### src/rtl/fae_pkg.sv
package fae_pkg;
  localparam logic [1:0] RATE_RSV = 2'b11;

  typedef enum logic [1:0] {
    ST_IDLE,
    ST_WAIT,
    ST_MEAS,
    ST_DONE
  } st_e;

  // cycles per frame; reserved code falls back to the base length
  function automatic int unsigned frame_len(input logic [1:0] rate, input int unsigned base);
    return (rate == RATE_RSV) ? base : (base << rate);
  endfunction
endpackage

### src/rtl/fae_sync.sv
module fae_sync #(
  parameter bit NEG = 1'b0
) (
  input  logic clk_i,
  input  logic rst_ni,
  input  logic d_i,
  output logic q_o,
  output logic q_d_o
);
  logic meta_q;

  if (NEG) begin : g_neg
    always_ff @(negedge clk_i or negedge rst_ni) begin
      if (!rst_ni) begin
        meta_q <= 1'b0;
        q_o    <= 1'b0;
        q_d_o  <= 1'b0;
      end else begin
        meta_q <= d_i;
        q_o    <= meta_q;
        q_d_o  <= q_o;
      end
    end
  end else begin : g_pos
    always_ff @(posedge clk_i or negedge rst_ni) begin
      if (!rst_ni) begin
        meta_q <= 1'b0;
        q_o    <= 1'b0;
        q_d_o  <= 1'b0;
      end else begin
        meta_q <= d_i;
        q_o    <= meta_q;
        q_d_o  <= q_o;
      end
    end
  end
endmodule

### src/rtl/fae_cnt.sv
module fae_cnt
  import fae_pkg::*;
#(
  parameter int unsigned CNT_W    = 11,
  parameter int unsigned BASE_LEN = 512
) (
  input  logic             clk_i,
  input  logic             rst_ni,
  input  logic             frame_i,
  input  logic [1:0]       rate_i,
  output logic [CNT_W-1:0] cnt_o,
  output logic [CNT_W-1:0] last_o
);
  localparam int unsigned LW = CNT_W + 1;

  logic [LW-1:0] len_w;

  assign len_w  = LW'(frame_len(rate_i, BASE_LEN));
  assign last_o = CNT_W'(len_w - LW'(1));

  always_ff @(posedge clk_i or negedge rst_ni) begin
    if (!rst_ni) begin
      cnt_o <= '0;
    end else if (frame_i || (cnt_o >= last_o)) begin
      cnt_o <= '0;
    end else begin
      cnt_o <= cnt_o + CNT_W'(1);
    end
  end
endmodule

### src/rtl/fae_arm.sv
module fae_arm
  import fae_pkg::*;
#(
  parameter int unsigned CNT_W    = 11,
  parameter int unsigned BASE_LEN = 512
) (
  input  logic       clk_i,
  input  logic       rst_ni,
  input  logic       start_i,
  input  logic [1:0] rate_i,
  output logic       rise_o,
  output logic       fall_o
);
  localparam int unsigned LW = CNT_W + 1;

  logic          start_q;
  logic          armed_q;
  logic [LW-1:0] low_q;
  logic [LW-1:0] len_w;

  assign len_w  = LW'(frame_len(rate_i, BASE_LEN));
  assign rise_o = start_i & ~start_q & armed_q;
  assign fall_o = ~start_i & start_q;

  // armed once start has been sampled low on a full frame of edges
  always_ff @(posedge clk_i or negedge rst_ni) begin
    if (!rst_ni) begin
      start_q <= 1'b0;
      armed_q <= 1'b1;
      low_q   <= '0;
    end else begin
      start_q <= start_i;
      if (start_i) begin
        low_q <= '0;
        if (!start_q) armed_q <= 1'b0;
      end else if (!armed_q) begin
        if (low_q == len_w - LW'(1)) armed_q <= 1'b1;
        else                         low_q   <= low_q + LW'(1);
      end
    end
  end
endmodule

### src/rtl/frame_offset_eval.sv
module frame_offset_eval
  import fae_pkg::*;
#(
  parameter int unsigned CNT_W    = 11,
  parameter int unsigned BASE_LEN = 512
) (
  input  logic           clk_i,
  input  logic           rst_ni,
  input  logic           frame_i,
  input  logic           eval_i,
  input  logic           gci_i,
  input  logic           start_i,
  input  logic [1:0]     rate_i,
  output logic           done_o,
  output logic [CNT_W:0] offset_o
);
  logic             p_q, p_d, n_q, n_d;
  logic             pos_hit, neg_hit, hit_w;
  logic             rise_w, fall_w, rsv_w;
  logic [CNT_W-1:0] cnt_w, last_w, hit_cyc;
  st_e              st_q;
  logic [CNT_W:0]   off_q;

  fae_sync #(.NEG(1'b0)) u_sync_p (
    .clk_i (clk_i),
    .rst_ni(rst_ni),
    .d_i   (eval_i),
    .q_o   (p_q),
    .q_d_o (p_d)
  );

  fae_sync #(.NEG(1'b1)) u_sync_n (
    .clk_i (clk_i),
    .rst_ni(rst_ni),
    .d_i   (eval_i),
    .q_o   (n_q),
    .q_d_o (n_d)
  );

  fae_cnt #(.CNT_W(CNT_W), .BASE_LEN(BASE_LEN)) u_cnt (
    .clk_i  (clk_i),
    .rst_ni (rst_ni),
    .frame_i(frame_i),
    .rate_i (rate_i),
    .cnt_o  (cnt_w),
    .last_o (last_w)
  );

  fae_arm #(.CNT_W(CNT_W), .BASE_LEN(BASE_LEN)) u_arm (
    .clk_i  (clk_i),
    .rst_ni (rst_ni),
    .start_i(start_i),
    .rate_i (rate_i),
    .rise_o (rise_w),
    .fall_o (fall_w)
  );

  assign pos_hit = gci_i ? (p_q & ~p_d) : (~p_q & p_d);
  assign neg_hit = gci_i ? (n_q & ~n_d) : (~n_q & n_d);
  assign hit_w   = pos_hit | neg_hit;
  assign rsv_w   = (rate_i == RATE_RSV);

  // high-phase edges reach the falling sampler one cycle ahead; remove latency
  assign hit_cyc = (cnt_w - (pos_hit ? CNT_W'(2) : CNT_W'(1))) & last_w;

  always_ff @(posedge clk_i or negedge rst_ni) begin
    if (!rst_ni) begin
      st_q  <= ST_IDLE;
      off_q <= '0;
    end else begin
      case (st_q)
        ST_IDLE: if (rise_w && !rsv_w) st_q <= ST_WAIT;
        ST_WAIT: begin
          if (fall_w || rsv_w) st_q <= ST_IDLE;
          else if (frame_i)    st_q <= ST_MEAS;
        end
        ST_MEAS: begin
          if (fall_w || rsv_w) begin
            st_q <= ST_IDLE;
          end else if (hit_w) begin
            st_q  <= ST_DONE;
            off_q <= {~pos_hit, hit_cyc};
          end
        end
        ST_DONE: if (fall_w) st_q <= ST_IDLE;
        default: st_q <= ST_IDLE;
      endcase
    end
  end

  assign done_o   = (st_q == ST_DONE);
  assign offset_o = off_q;
endmodule

### config.mk
export PLATFORM = sky130hd
export DESIGN_NAME = frame_offset_eval
export DESIGN_NICKNAME = d
export VERILOG_FILES = /design/src/rtl/fae_pkg.sv /design/src/rtl/fae_sync.sv /design/src/rtl/fae_cnt.sv /design/src/rtl/fae_arm.sv /design/src/rtl/frame_offset_eval.sv
export SDC_FILE = /design/constraint.sdc
export NUM_CORES = 1
export LEC_CHECK = 0
export BUFFER_PORTS_ARGS = -buffer_cell sky130_fd_sc_hd__buf_2
export CAP_MARGIN = 30
export CORE_MARGIN = 2
export CORE_UTILIZATION = 40
export DETAILED_ROUTE_END_ITERATION = 10
export GPL_TIMING_DRIVEN = 1
export PLACE_DENSITY = 0.57
export SETUP_SLACK_MARGIN = 0.5
export SLEW_MARGIN = 20
export SYNTH_ARGS = -nofsm -noshare
export SYNTH_HDL_FRONTEND = slang
export SYNTH_SLANG_ARGS = --single-unit
### constraint.sdc
create_clock -name clk_i -period 4.4 [get_ports clk_i]
set_clock_uncertainty 0.05 [all_clocks]
set_input_delay 0.88 -clock clk_i [delete_from_list [all_inputs] [get_ports clk_i]]
set_output_delay 0.88 -clock clk_i [all_outputs]
set_load 0.01 [all_outputs]
# Word level (Yosys, flattened, before mapping)
# Index checks and enable logic that the tools add are counted.
# totals
input_bits	8
output_inout_bits	13
reg_bits	45
# op_classes
n_reduce_logical	8
n_bitwise	17
n_lt_le_gt_ge	1
n_mux	19
eq_ne	12
n_shift	1
addsub	4
# op_table
op	count
12-bit two-way mux	4
2-bit two-way mux	7
12-bit by 1-bit adder with 12-bit output, second input constant	1
12-bit == test	1
10-bit by 2-bit << shifter with 12-bit output, first input constant	1
12-bit by 1-bit subtractor with 12-bit output, second input constant	1
11-bit by 1-bit adder with 11-bit output, second input constant	1
11-bit AND	1
11-bit greater-or-equal comparator	1
11-bit two-way mux	1
11-bit by 2-bit subtractor with 11-bit output	1
2-bit != test, second input constant	4
1-bit NOT	8
2-bit one-hot mux with 4 select lines	1
1-bit AND	7
2-bit == test, second input constant	3
1-bit two-way mux	6
3-bit != test, second input constant	2
4-bit AND reduction	1
3-bit AND reduction	1
2-bit by 1-bit == test with 1-bit output, second input constant	1
2-bit logical NOT	1
1-bit logical OR	2
2-bit by 1-bit != test with 1-bit output, second input constant	1
4 further kinds	4

# Logic depth before layout (Yosys ltp)
# logic_depth
word_depth	7
depth_mapped	10
depth_no_buf	10

# Modules after synthesis
# From an unflattened synthesis, not the netlist that was laid out.
# unflattened
hier_cells	260
area_unflattened_um2	2491.1
# modules_own_cells
mod	area_per_inst_um2	instances	cells_per_inst	seq_area_each_um2
frame_offset_eval	870.8	1	101	350.3
fae_arm	785.8	1	84	351.6
fae_cnt	684.4	1	69	275.3
fae_sync	75.1	2	3	75.1

==> impl_metrics.toml <==
[worst_setup_path]
r2r-start = "u_sync_n.q_o"
crit_required_ns = 4.57
crit_arrival_ns = 3.89
rr_endpoint = "offset_o[8]"
cp-start-kind = "flip-flop"
worstPathMaxFanout = 14
reg2reg_depth = 6
setup.worst_path.class = "flip-flop to flip-flop"
end_kind = "flip-flop"
rrSetupSlack_ns = 0.67

[drt]
wire_per_inst_um = 13.5
ant_nets = 0
drt_wl_total_um = 4410
via_per_inst = 5.08
drc = 0
drt_iter0_drc = 77
first_pass_iters = 4
vias = 1666

[floorplan]
initial_utilization = 0.420
die-area_um2 = 6520
die_h_um = 80.7
rows = 27
coreArea_um2 = 5610
io_pins = 21
die_x_um = 80.7

[run]
maxCapViolations = 0

[clock_tree]
path_clk_slew_ns = 0.08
numClockSinks = 45
cts_made_buffers = 5
cts_tree = "built"
hold_buffers = 0
post_cts_buffers = 0
clk_latency_ns = 0.30
root_buffer = "clkbuf_8"
clk_path_buf_depth = 2
cts_htree_levels = 2
ctsResizeCount = 0

[yosys]
synth.distinct_cells = 48
syn-instance-count = 237
yosys.area.top_type = "dfrtp_1"
ys_seq_area_frac = 0.479
synth.area.top_cells = "dfrtp_1 44%, xnor2_1 5.2%, ha_1 4.8%"
avgSynthCellArea_um2 = 9.94
synth_async_sr_flop_share = 1.00
ys.flop_type = "dfrtp_1"
syn-cell-area_um2 = 2350
yosys.area.top_type_share = 0.436
synth-seq-cells = 45
syn_nets = 255
synth_edf_count = 0
ys_warn_count = 0

[power_and_ir_drop]
power_density_nw_per_um2 = 293
p_total_w = 0.000764
swShare = 0.259
power.internal_w = 0.000567
ir_drop_mv = 0.126
clock_power_share = 0.322
pwr-share-seq = 0.564
power.switching_w = 0.000198
power_frac_comb = 0.114
p_leak_nw = 1.20

[grt]
antenna_found_initial = 0
grt_pass1_vias = 1527
grt_pass1_wl_um = 7250
overflow = 0
grt_util_all_layers = 0.146
grtUsageMet3 = 0.0393
grt_start_max_net_pins = 37
grt_use_met1 = 0.212
use_met2 = 0.208
grt-busiest-layer = "met1"

[placed_design]
dpl-instance-area_um2 = 2510
dp_hpwl_um = 3100
gp_congestion = 0.727
io_buffers = 20
post-place-cells = 320

[timing]
worst_pin_slew_ns = 0.758
hold_viol = 0
whs_ns = 0.250
rsz0062_at_grt = "false"
finalSetupViolCount = 0
tns_ns = 0
slew_headroom = 0.481
slew_viol_final = 0

[finish]
final_cells = 328
antenna_cells = 0
design_area_um2 = 2610
fillers = 558
layout_commonest_cell = "dfrtp_1"
syn2layout_area_growth_pct = 10.7
nNetsFinal = 273
drive_gt1_frac = 0.160
layout_common_cells = "41 x dfrtp_1, 29 x nor2_1, 20 x buf_2"

[status]
outcome = "finished clean"

[hold_path]
hp-class = "flip-flop to flip-flop"
whs_path_depth = 0
hold_path_end = "u_sync_n.q_o"
worstHoldStart = "u_sync_n.meta_q"
## critical path: stages (launching register included)
cell and delay, ns:
dfrtn_1 0.36, inv_1 0.08, a221oi_2 0.08, a311oi_4 0.44, buf_4 0.27, nor2_1 0.05, a21oi_1 0.12
## routing by layer
metal | vias to the layer above | share of wire | wire length [um]
li1 | 857 | - | -
met1 | 785 | 0.54 | 2370
met3 | 4 | 0.038 | 168
met5 | - | 0 | 0
met4 | 0 | 0.013 | 59
met2 | 20 | 0.41 | 1820
## cell families (layout without fill, tap and decap cells)
kind of cell,count (synthesis),after routing,share of synthesized area
buffers and inverters,28,47,0.0494
flip-flops,45,45,0.479
AO/OA/AOI/OAI,42,42,0.123
multiplexers,4,4,0.0197
AND/OR/NAND/NOR,84,84,0.183
adder cells (fa/ha/maj),10,10,0.0563
XOR/XNOR,24,24,0.0893
## registers in the layout, summed over array words and instances, names as in the netlist
signal / flops
u_arm.start_q: 1
u_cnt.cnt_o: 11
offset_o: 12
u_sync_n.meta_q: 1
u_sync_n.q_o: 1
u_sync_p.meta_q: 1
u_sync_p.q_o: 1
u_sync_p.q_d_o: 1
st_q: 2
u_arm.low_q: 12
u_arm.armed_q: 1
u_sync_n.q_d_o: 1
## through the flow
stage           util  worst slack [ns]
5_1_grt        0.465             0.526
2_1_floorplan      -             0.819
4_1_cts        0.462             0.512
3_5_place_dp   0.447             0.518
6_report       0.465             0.674
3_3_place_gp   0.446             0.208
## worst max-delay path by stage
| stage | from | end | slack [ns] | cells past startpoint |
|---|---|---|---|---|
| after CTS | u_sync_n.q_o | offset_o[8] | 0.51 | 5 |
| after global placement | u_sync_n.q_o | offset_o[9] | 0.21 | 4 |
| after global routing | u_sync_n.q_o | offset_o[2] | 0.53 | 6 |
| after floorplan | u_sync_n.q_o | offset_o[9] | 0.82 | 6 |
| final | u_sync_n.q_o | offset_o[8] | 0.67 | 6 |
| after detailed placement | u_sync_n.q_o | offset_o[8] | 0.52 | 5 |
## cell usage after synthesis (2+ instances only)
cell and instances:
a21oi_1 15, nor2_1 29, inv_1 16, nand4_1 5, xnor2_1 14, and3_1 2, buf_2 3, xor2_1 10
and2_1 3, a2111oi_0 2, or3_1 3, nand3_1 10, buf_4 2, o21ai_1 3, nor3_1 4, a211oi_1 2
clkbuf_1 6, dfrtn_1 3, a31oi_1 2, and4_1 5, nand2b_1 6, a31o_2 2, nand2_1 10, ha_1 9
o22a_1 2, dfrtp_1 41, nor2b_1 4, o21ai_0 4
## power groups by stage
stage                     clock (W)  sequential (W)  combinational [W]
after floorplan                   0        0.000435          0.0000630
after detailed placement          0        0.000439          0.0000869
after global placement            0        0.000438          0.0000872
after CTS                  0.000262        0.000431          0.0000876
final                      0.000246        0.000431          0.0000869
after global routing       0.000277        0.000432          0.0000997
## area by class of cell
type | count | area [um2] | share of cell area
inverter | 17 | 63.8 | 0.0245
sequential | 45 | 1130 | 0.432
multi-input combinational | 164 | 1130 | 0.433
clock inverter | 2 | 10.0 | 0.00384
timing repair buffer | 22 | 115 | 0.0441
tap | 72 | 90.1 | 0.0345
clock buffer | 6 | 72.6 | 0.0278
Power figures use the tool's default switching activity.
